<file path="config.mk">
export PLATFORM = sky130hd
export DESIGN_NAME = pkt_tag_unpacker
export DESIGN_NICKNAME = d
export VERILOG_FILES = /design/src/rtl/uq_pkg.sv /design/src/rtl/uq_tag_decode.sv /design/src/rtl/uq_seq.sv /design/src/rtl/uq_route.sv /design/src/rtl/pkt_tag_unpacker.sv
export SDC_FILE = /design/constraint.sdc
export NUM_CORES = 1
export LEC_CHECK = 0
export BUFFER_PORTS_ARGS = -buffer_cell sky130_fd_sc_hd__buf_2
export CAP_MARGIN = 20
export CORE_ASPECT_RATIO = 1.5
export CORE_UTILIZATION = 47
export CTS_CLUSTER_SIZE = 12
export DETAILED_ROUTE_END_ITERATION = 6
export PLACE_DENSITY_LB_ADDON = 0.1
export SETUP_SLACK_MARGIN = 0.02
export SLEW_MARGIN = 5
export SYNTH_ARGS = -nofsm -noshare
export SYNTH_HDL_FRONTEND = slang
export SYNTH_SLANG_ARGS = --single-unit
</file>
<file path="constraint.sdc">
create_clock -name clk -period 2.55 [get_ports clk]
set_input_delay 0.3825 -clock clk [delete_from_list [all_inputs] [get_ports clk]]
set_output_delay 0.3825 -clock clk [all_outputs]
set_load 0.01 [all_outputs]
</file>
<file path="src/rtl/uq_pkg.sv">
package uq_pkg;
  localparam int QW_W   = 128;
  localparam int DATA_W = 64;
  localparam int ADDR_W = 8;
  localparam int LOOP_W = 15;
  localparam int DESC_W = 4;
  localparam int DESC_N = 16;
  localparam int PRIM_W = 11;
  localparam int IDX_W  = $clog2(DESC_N);
  localparam int CNT_W  = IDX_W + 1;

  typedef enum logic [1:0] {
    FMT_PACKED = 2'd0,
    FMT_REGLST = 2'd1,
    FMT_IMG_A  = 2'd2,
    FMT_IMG_B  = 2'd3
  } fmt_e;

  typedef struct packed {
    logic [LOOP_W-1:0]        loops;
    logic                     eop;
    logic                     pre;
    logic [PRIM_W-1:0]        prim;
    fmt_e                     fmt;
    logic [CNT_W-1:0]         nreg;
    logic [DESC_N*DESC_W-1:0] regs;
  } tag_t;

  typedef struct packed {
    logic [ADDR_W-1:0] addr;
    logic [DATA_W-1:0] data;
    logic              skip;
    logic              last;
  } beat_t;
endpackage

</file>
<file path="src/rtl/uq_tag_decode.sv">
module uq_tag_decode
  import uq_pkg::*;
(
  input  logic [63:0]              ctl_half,
  input  logic [DESC_N*DESC_W-1:0] desc_half,
  output tag_t                     tag
);
  logic [3:0] cnt_field;
  logic       unused_ctl;

  assign cnt_field = ctl_half[63:60];
  assign unused_ctl = ^ctl_half[45:16];

  always_comb begin
    tag.loops = ctl_half[14:0];
    tag.eop   = ctl_half[15];
    tag.pre   = ctl_half[46];
    tag.prim  = ctl_half[57:47];
    tag.fmt   = fmt_e'(ctl_half[59:58]);
    // a zero count field stands for a full descriptor list
    tag.nreg  = (cnt_field == '0) ? CNT_W'(DESC_N) : {1'b0, cnt_field};
    tag.regs  = desc_half;
  end
endmodule

</file>
<file path="src/rtl/uq_seq.sv">
module uq_seq
  import uq_pkg::*;
(
  input  logic              clk,
  input  logic              rst_n,
  input  logic              tag_fire,
  input  logic              data_fire,
  input  tag_t              tag,
  output logic              busy,
  output logic [DESC_W-1:0] desc,
  output fmt_e              fmt,
  output logic              eop,
  output logic              final_qw
);
  logic [LOOP_W-1:0]        loop_left;
  logic [IDX_W-1:0]         idx;
  logic [CNT_W-1:0]         nreg;
  logic [DESC_N*DESC_W-1:0] regs_q;
  logic [DESC_W-1:0]        nib [DESC_N];
  logic                     wrap;

  genvar g;
  generate
    for (g = 0; g < DESC_N; g++) begin : g_nib
      assign nib[g] = regs_q[g*DESC_W +: DESC_W];
    end
  endgenerate

  assign busy     = (loop_left != '0);
  assign desc     = nib[idx];
  assign wrap     = (fmt != FMT_PACKED) || ({1'b0, idx} == nreg - CNT_W'(1));
  assign final_qw = (loop_left == LOOP_W'(1)) && wrap;

  always_ff @(posedge clk) begin
    if (!rst_n) begin
      loop_left <= '0;
      idx       <= '0;
      nreg      <= CNT_W'(DESC_N);
      regs_q    <= '0;
      fmt       <= FMT_PACKED;
      eop       <= 1'b0;
    end else if (tag_fire) begin
      loop_left <= tag.loops;
      idx       <= '0;
      nreg      <= tag.nreg;
      regs_q    <= tag.regs;
      fmt       <= tag.fmt;
      eop       <= tag.eop;
    end else if (data_fire) begin
      if (wrap) begin
        idx       <= '0;
        loop_left <= loop_left - LOOP_W'(1);
      end else begin
        idx <= idx + IDX_W'(1);
      end
    end
  end

  // the descriptor index never reaches the register count
  p_idx_bound_r3: assert property (@(posedge clk) disable iff (!rst_n)
    busy |-> ({1'b0, idx} < nreg));
  // a stored register count is never zero
  p_nreg_nonzero_r3: assert property (@(posedge clk) disable iff (!rst_n)
    nreg != '0);
  // a data quadword that ends the last loop returns to tag phase
  p_end_to_tag_r4: assert property (@(posedge clk) disable iff (!rst_n)
    (data_fire && final_qw) |=> !busy);
endmodule

</file>
<file path="src/rtl/uq_route.sv">
module uq_route
  import uq_pkg::*;
#(
  parameter logic [ADDR_W-1:0] PASS_ADDR = 8'hFF
) (
  input  logic              data_phase,
  input  tag_t              tag,
  input  fmt_e              fmt,
  input  logic [DESC_W-1:0] desc,
  input  logic              eop,
  input  logic              final_qw,
  input  logic [DATA_W-1:0] pay,
  input  logic [ADDR_W-1:0] ad_addr,
  input  logic              kick_bit,
  output logic              emit,
  output beat_t             beat
);
  localparam logic [DESC_W-1:0] D_AD  = 4'hE;
  localparam logic [DESC_W-1:0] D_NOP = 4'hF;
  localparam logic [DESC_W-1:0] D_XF  = 4'h4;
  localparam logic [DESC_W-1:0] D_X   = 4'h5;

  always_comb begin
    emit      = 1'b0;
    beat.addr = '0;
    beat.data = pay;
    beat.skip = 1'b0;
    beat.last = eop && final_qw;
    if (!data_phase) begin
      emit      = tag.pre;
      beat.data = DATA_W'(tag.prim);
      beat.last = 1'b0;
    end else if (fmt != FMT_PACKED) begin
      emit      = 1'b1;
      beat.addr = PASS_ADDR;
    end else if (desc == D_AD) begin
      emit      = 1'b1;
      beat.addr = ad_addr;
    end else if (desc != D_NOP) begin
      emit      = 1'b1;
      beat.addr = ADDR_W'(desc);
      beat.skip = ((desc == D_XF) || (desc == D_X)) && kick_bit;
    end
  end
endmodule

</file>
<file path="src/rtl/pkt_tag_unpacker.sv">
module pkt_tag_unpacker
  import uq_pkg::*;
#(
  parameter logic [7:0] PASS_ADDR = 8'hFF
) (
  input  logic         clk,
  input  logic         rst_n,
  input  logic         in_valid,
  output logic         in_ready,
  input  logic [127:0] in_data,
  output logic         out_valid,
  input  logic         out_ready,
  output logic [7:0]   out_addr,
  output logic [63:0]  out_data,
  output logic         out_skip,
  output logic         out_last
);
  tag_t              tag;
  logic              busy, eop, final_qw, emit;
  logic [DESC_W-1:0] desc;
  fmt_e              fmt;
  beat_t             rt_beat, out_q;
  logic              in_fire, tag_fire, data_fire, load;
  logic              unused_bits;

  assign unused_bits = ^{in_data[110:72], in_data[127:112]};

  assign in_ready  = !out_valid || out_ready;
  assign in_fire   = in_valid && in_ready;
  assign tag_fire  = in_fire && !busy;
  assign data_fire = in_fire && busy;
  assign load      = in_fire && emit;

  uq_tag_decode u_dec (
    .ctl_half  (in_data[63:0]),
    .desc_half (in_data[127:64]),
    .tag       (tag)
  );

  uq_seq u_seq (
    .clk       (clk),
    .rst_n     (rst_n),
    .tag_fire  (tag_fire),
    .data_fire (data_fire),
    .tag       (tag),
    .busy      (busy),
    .desc      (desc),
    .fmt       (fmt),
    .eop       (eop),
    .final_qw  (final_qw)
  );

  uq_route #(.PASS_ADDR(PASS_ADDR)) u_route (
    .data_phase (busy),
    .tag        (tag),
    .fmt        (fmt),
    .desc       (desc),
    .eop        (eop),
    .final_qw   (final_qw),
    .pay        (in_data[63:0]),
    .ad_addr    (in_data[71:64]),
    .kick_bit   (in_data[111]),
    .emit       (emit),
    .beat       (rt_beat)
  );

  always_ff @(posedge clk) begin
    if (!rst_n) begin
      out_valid <= 1'b0;
      out_q     <= '0;
    end else if (load) begin
      out_valid <= 1'b1;
      out_q     <= rt_beat;
    end else if (out_ready) begin
      out_valid <= 1'b0;
    end
  end

  assign out_addr = out_q.addr;
  assign out_data = out_q.data;
  assign out_skip = out_q.skip;
  assign out_last = out_q.last;

  // a stalled beat holds, and the input is stalled with it
  p_hold_r11: assert property (@(posedge clk) disable iff (!rst_n)
    (out_valid && !out_ready) |=> (out_valid && $stable(out_addr) &&
                                   $stable(out_data) && $stable(out_last)));
  p_stall_r11: assert property (@(posedge clk) disable iff (!rst_n)
    (out_valid && !out_ready) |-> !in_ready);
  // a producing quadword yields a beat the next cycle
  p_latency_r12: assert property (@(posedge clk) disable iff (!rst_n)
    load |=> out_valid);
  // a no-op descriptor leaves the output empty
  p_nop_r6: assert property (@(posedge clk) disable iff (!rst_n)
    (data_fire && fmt == FMT_PACKED && desc == 4'hF) |=> !out_valid);
  // a preset tag writes register zero
  p_preset_r8: assert property (@(posedge clk) disable iff (!rst_n)
    (tag_fire && tag.pre) |=> (out_valid && out_addr == 8'h00 && !out_last));
  // skip only on vertex registers
  p_skip_r7: assert property (@(posedge clk) disable iff (!rst_n)
    (out_valid && out_skip) |-> (out_addr == 8'h04 || out_addr == 8'h05));
endmodule

</file>
==> results.toml, run 1 <==
[grt]
grt_util_all_layers = 0.260
grt_antenna_before_repair = 0
grt_pass1_wl_mm = 33.4
grt_pass1_vias = 6638
grt-ovfl-total = 0
grt_start_max_net_pins = 66

[cells_and_area]
final_cells = 1291
area_growth_pct = 28.7
nets = 1217
antenna_cells = 0
n_fill_cell = 1445
drive_gt1_frac = 0.293

[cts]
cts.clk_slew.worst_paths_ps = 70
cts.sinks = 166
cts_tree = "done"
clockBufferDepth = 2
insertion_delay_ps = 420
cts_buffers = 17
cts-root-buf = "clkbuf_16"
htreeDepth = 4
cts_hold_buffers = 0

[sta]
finalSetupViolCount = 0
tightest_slew_ps = 733
min_period_ps = 2490
max_freq_ghz = 0.402
clock_skew_ps = 14.4
maxSlewViolCount = 0
period_share = 0.975
rsz0062_at_grt = "yes"
tns_ps = 0
hold_viol_final = 0
relSlewSlack = 0.511

[yosys]
synthArstFlopShare = 0
synth-seq-cells = 166
synth_edf_count = 0
ys_types = 55
synthTopCellsByCount = "172 x nand2_1, 166 x dfxtp_1, 138 x a21oi_1"
synth_top_area_cell = "dfxtp_1"
netlist_area_um2 = 7300
synthFlopType = "dfxtp_1"
syn_inst = 892
syn_nets = 1028
netlist.area_leader.share = 0.455
synth.avg_cell_area_um2 = 8.19
yosysMostFrequentCell = "nand2_1"
synth_area_leaders = "dfxtp_1 46%, a21oi_1 9.5%, nand2_1 8.8%"
ys_seq_area_frac = 0.455
yosys_warnings = 0

[setup_path]
crit_fanout = 14
cpMostUsedCell = "buf_12"
crit_path_top_delay_cell = "mux4_2"
critPathMaxStageDelay_ps = 510
r2r_cells = 9
cp_data_arrival_time_ps = 2790
worstPathCellList = "buf_12 > mux4_2 > a22oi_2 > and3_1 > or3_4 > o21ai_4 > buf_12 > buf_12 > o311a_1"
worstSetupPathType = "reg2reg"
endpoint_kind = "flip-flop"
crit_required_ps = 2860
start_kind = "flip-flop"

[routing]
first_pass_iters = 6
wl_per_cell_um = 16.7
ant_nets = 0
viasPerCell = 5.60
num_vias = 7224
drt_wl_total_mm = 21.6
drc = 0
dr.first_iter.drc_count = 402

[die]
initial_core_util = 0.482
die_area_um2 = 16000
io_pins = 208
die_y_um = 155
die_w_um = 104
core_um2 = 15100
rows = 55

[place]
numPortBuffers = 207
dp.cells = 1254
place_congestion = 0.887
dp_hpwl_mm = 14.8

[pwr]
p_comb_frac = 0.479
swShare = 0.407
p_seq_frac = 0.314
p_leak_uw = 0.00387
p_int_uw = 7500
power_frac_clock = 0.206
switching_power_uw = 5160
power_density_nw_per_um2 = 1350
ir_drop_mv = 0.587

[run]
maxCapViolCount = 0

[run_status]
outcome = "complete, no violations"

[hold_path]
worstHoldPathType = "in2reg"
whs_path_depth = 3
-- per-stage QoR --
step | area [um2] | setup slack, ps | power [uW] | hold slack, ps | util
2_1_floorplan | 7300 | 106 | 7780 | 427 | -
3_3_place_gp | 8620 | 34.7 | 9620 | 434 | 0.569
3_5_place_dp | 8620 | 15.4 | 9680 | 438 | 0.569
4_1_cts | 9210 | 2.93 | 12300 | 184 | 0.608
5_1_grt | 9400 | 5.45 | 13500 | 192 | 0.621
6_report | 9400 | 64.9 | 12700 | 196 | 0.621
-- layer usage --
layer / wire (um) / share of wire / track usage
met2: 11100 / 0.51 / 0.459
met3: 1300 / 0.060 / 0.0544
met5: 0 / 0 / 0
met1: 8460 / 0.39 / 0.307
met4: 735 / 0.034 / 0.109
-- layout by cell type, fill, tap and decap left out, types with 5 or more instances in the layout --
cell,count
nor3_1,20
nand4_1,5
nor2_1,17
a21oi_1,135
or3_1,6
inv_1,11
a211oi_1,21
dfxtp_1,164
inv_6,6
buf_2,207
mux4_2,13
nand3_1,117
buf_4,30
a31oi_1,6
o21ai_0,22
buf_12,8
mux2i_1,16
o21a_1,6
clkbuf_16,21
nand2_1,172
-- cells by family after synthesis --
family / share of synthesized area
AO/OA/AOI/OAI: 0.175
XOR/XNOR: 0.00959
adder cells (fa/ha/maj): 0.00685
buffers and inverters: 0.0569
flip-flops: 0.455
multiplexers: 0.0636
AND/OR/NAND/NOR: 0.233
-- power groups by stage --
stage,Sequential (uW),Clock [uW],Combinational (uW)
floorplan,4150,0,3630
global placement,4000,0,5620
detailed placement,4020,0,5660
CTS,3970,2660,5690
global route,4090,2760,6650
finish,3980,2610,6070
-- worst max-delay path: cells and delay by family (launching register included) --
kind	cells	cell delay (ps)
buffers and inverters	3	470
AOI/OAI and AO/OA	3	600
DFF	1	390
muxes	1	510
and+or+nand+nor	2	380
-- final cells by class --
cell class / count / area (um2) / area share
Clock buffer: 17 / 425 / 0.0453
Sequential cell: 166 / 3330 / 0.354
Clock inverter: 13 / 163 / 0.0173
Tap cell: 199 / 249 / 0.0265
Inverter: 12 / 47.5 / 0.00506
Multi-Input combinational cell: 632 / 3610 / 0.385
Timing Repair Buffer: 252 / 1570 / 0.167
-- timing repair --
| item | 4_1_cts | 5_1_grt |
|---|---|---|
| gates resized for setup | 1 | 13 |
| endpoints found under the setup margin | 4 | 70 |
| pin swaps | 0 | 2 |
| endpoints found under the hold margin | 0 | 0 |
| gates cloned | 0 | 4 |
| buffers inserted | 0 | 3 |
-- flip-flops by register name (all words and copies together) (netlist names) --
name             cells
u_seq.idx            4
out_last             1
u_seq.regs_q        64
u_seq.fmt            2
out_skip             1
u_seq.eop            1
u_seq.nreg           5
u_seq.loop_left     15
out_valid            1
out_addr             8
out_data            64
-- final timing paths --
check                                   from          endpoint  slack [ps]
worst max register to register  u_seq.idx[0]       out_addr[2]          60
worst min register to register  u_seq.fmt[0]      u_seq.fmt[0]         450
worst max-delay path            u_seq.idx[0]       out_addr[2]          60
worst min-delay path             in_data[96]  u_seq.regs_q[32]         200
(Power assumes the default switching activity.)
==> run 2, diff against run 1 <==
--- a/config.mk
+++ b/config.mk
@@ -5,10 +5,11 @@
 export SDC_FILE = /design/constraint.sdc
 export NUM_CORES = 1
 export LEC_CHECK = 0
+export ABC_AREA = 1
 export BUFFER_PORTS_ARGS = -buffer_cell sky130_fd_sc_hd__buf_2
 export CAP_MARGIN = 20
 export CORE_ASPECT_RATIO = 1.5
-export CORE_UTILIZATION = 47
+export CORE_UTILIZATION = 48
 export CTS_CLUSTER_SIZE = 12
 export DETAILED_ROUTE_END_ITERATION = 6
 export PLACE_DENSITY_LB_ADDON = 0.1
==> results.toml, run 2 <==
[run_status]
outcome = "complete, no violations"

[sta]
maxSlewViolCount = 0
tightest_slew_ps = 508
max_freq_ghz = 0.437
tns_ps = 0
clock_skew_ps = 16.4
relSlewSlack = 0.661
setup_ws_ps = 261
rsz0062_at_grt = "yes"
finalSetupViolCount = 0
hold_viol_final = 0
min_period_ps = 2290
period_share = 0.898

[yosys]
synthArstFlopShare = 0
synth_area_leaders = "dfxtp_1 42%, nand2_1 14%, nor2_1 7.2%"
syn_inst = 1172
yosys_warnings = 0
synthFlopType = "dfxtp_1"
ys_seq_area_frac = 0.423
yosysMostFrequentCell = "nand2_1"
synth_fa_ha_area_frac = 0.00636
netlist.area_leader.share = 0.423
yosys.area_share.simple = 0.320
synth_top_area_cell = "dfxtp_1"
synth.avg_cell_area_um2 = 6.71
netlist_area_um2 = 7870
synth-seq-cells = 166
synth_compound_area_frac = 0.142
synth_edf_count = 0
synth_top_family_by_area = "simple AND/OR/NAND/NOR gates"
syn_nets = 1308
synthTopCellsByCount = "290 x nand2_1, 166 x dfxtp_1, 151 x nor2_1"
synth_mux_area_frac = 0
synth-xor-area-share = 0.0145
ys_types = 31

[cts]
cts_hold_buffers = 0
cts-resized-gates = 0
post_cts_buffers = 0
cts_buffers = 17
cts.sinks = 166
clockBufferDepth = 2
insertion_delay_ps = 430
cts.clk_slew.worst_paths_ps = 70
cts_tree = "done"
cts-root-buf = "clkbuf_16"
htreeDepth = 4

[grt]
grt-ovfl-total = 0
grt_antenna_before_repair = 1
grt_start_max_net_pins = 78
grt_pass1_vias = 7332
grt_util_all_layers = 0.259
grt_pass1_wl_mm = 34.9

[pwr]
power_density_nw_per_um2 = 1590
finalPower_uw = 15400
ir_drop_mv = 0.865
p_leak_uw = 0.00478

[cells_and_area]
antenna_cells = 0
area_growth_pct = 22.8
n_fill_cell = 1614
final_common_cell = "nand2_1"
nets = 1483
layout_common_cells = "289 x nand2_1, 206 x buf_2, 166 x dfxtp_1"
multi_input_area_um2 = 3800
regArea_um2 = 3320
fin_util = 0.599
drive_gt1_frac = 0.203

[die]
die_y_um = 159
rows = 57
initial_core_util = 0.488
core_um2 = 16100
die_area_um2 = 16900
io_pins = 208
die_w_um = 107

[run]
maxCapViolCount = 0

[setup_path]
worstSetupPathType = "reg2reg"
worstPathCellList = "inv_2 > buf_4 > nand2_1 > nand3_1 > nand3_1 > nand3_1 > nand2_1 > nand3_2 > o21ai_4 > buf_12 > nand3b_1 > nand2_1 > nor2_1"
start_kind = "flip-flop"
critPathMaxStageDelay_ps = 390
endpoint_kind = "flip-flop"
crit_path_top_delay_cell = "dfxtp_1"
crit_required_ps = 2870
crit_fanout = 77
cp_data_arrival_time_ps = 2610

[place]
numPortBuffers = 207
place_congestion = 0.842
pre_cts_ws_ps = 296
dp_hpwl_mm = 15.3

[routing]
drt_wl_total_mm = 21.5
num_vias = 7886
drc = 0
dr.first_iter.drc_count = 391
first_pass_iters = 5
wl_per_cell_um = 13.7
viasPerCell = 5.04
ant_nets = 0

[hold_path]
worstHoldPathType = "in2reg"
-- run 2: final timing paths --
path	from	endpoint	slack (ps)	cells after the start
worst min-delay path	in_data[96]	u_seq.regs_q[32]	200	3
worst max-delay path	u_seq.idx[0]	out_data[5]	260	13
worst max register to register	u_seq.idx[0]	out_data[5]	260	13
worst min register to register	u_seq.regs_q[0]	u_seq.regs_q[0]	450	2
-- run 2: cell type report --
type	count	area share
tap	206	0.0267
timing repair buffer	234	0.134
multi-input combinational	821	0.393
clock buffer	17	0.0441
sequential	166	0.344
inverter	107	0.0417
clock inverter	15	0.0165
-- run 2: logic make-up after synthesis --
logic type,after synthesis
AO/OA/AOI/OAI,217
XOR/XNOR,13
adder cells (fa/ha/maj),4
buffers and inverters,185
flip-flops,166
AND/OR/NAND/NOR,587
-- run 2: critical path, delay by kind of cell (launching register included) --
kind	cells	cell delay, ps
flops	1	390
buf+inv	3	680
simple gates	9	900
compound gates	1	190
-- run 2: power breakdown --
part	switching, uW	internal [uW]
combinational	5910	3140
clock	1160	1390
sequential	360	3420
total	7430	7950
-- run 2: metal layers --
metal,GRT usage,vias up,wire (um),part of all wire
met5,0,-,13,0.00061
met2,0.458,217,11000,0.51
li1,-,4086,-,-
met1,0.293,3538,8740,0.41
met4,0.118,2,646,0.030
met3,0.0571,43,1100,0.051
-- run 2: stage by stage --
stage | instance area (um2) | instances | hold WS (ps)
floorplan | 7870 | 1172 | 429
global placement | 9070 | 1534 | 437
detailed placement | 9070 | 1534 | 445
CTS | 9660 | 1566 | 180
global route | 9660 | 1566 | 209
finish | 9660 | 1566 | 197
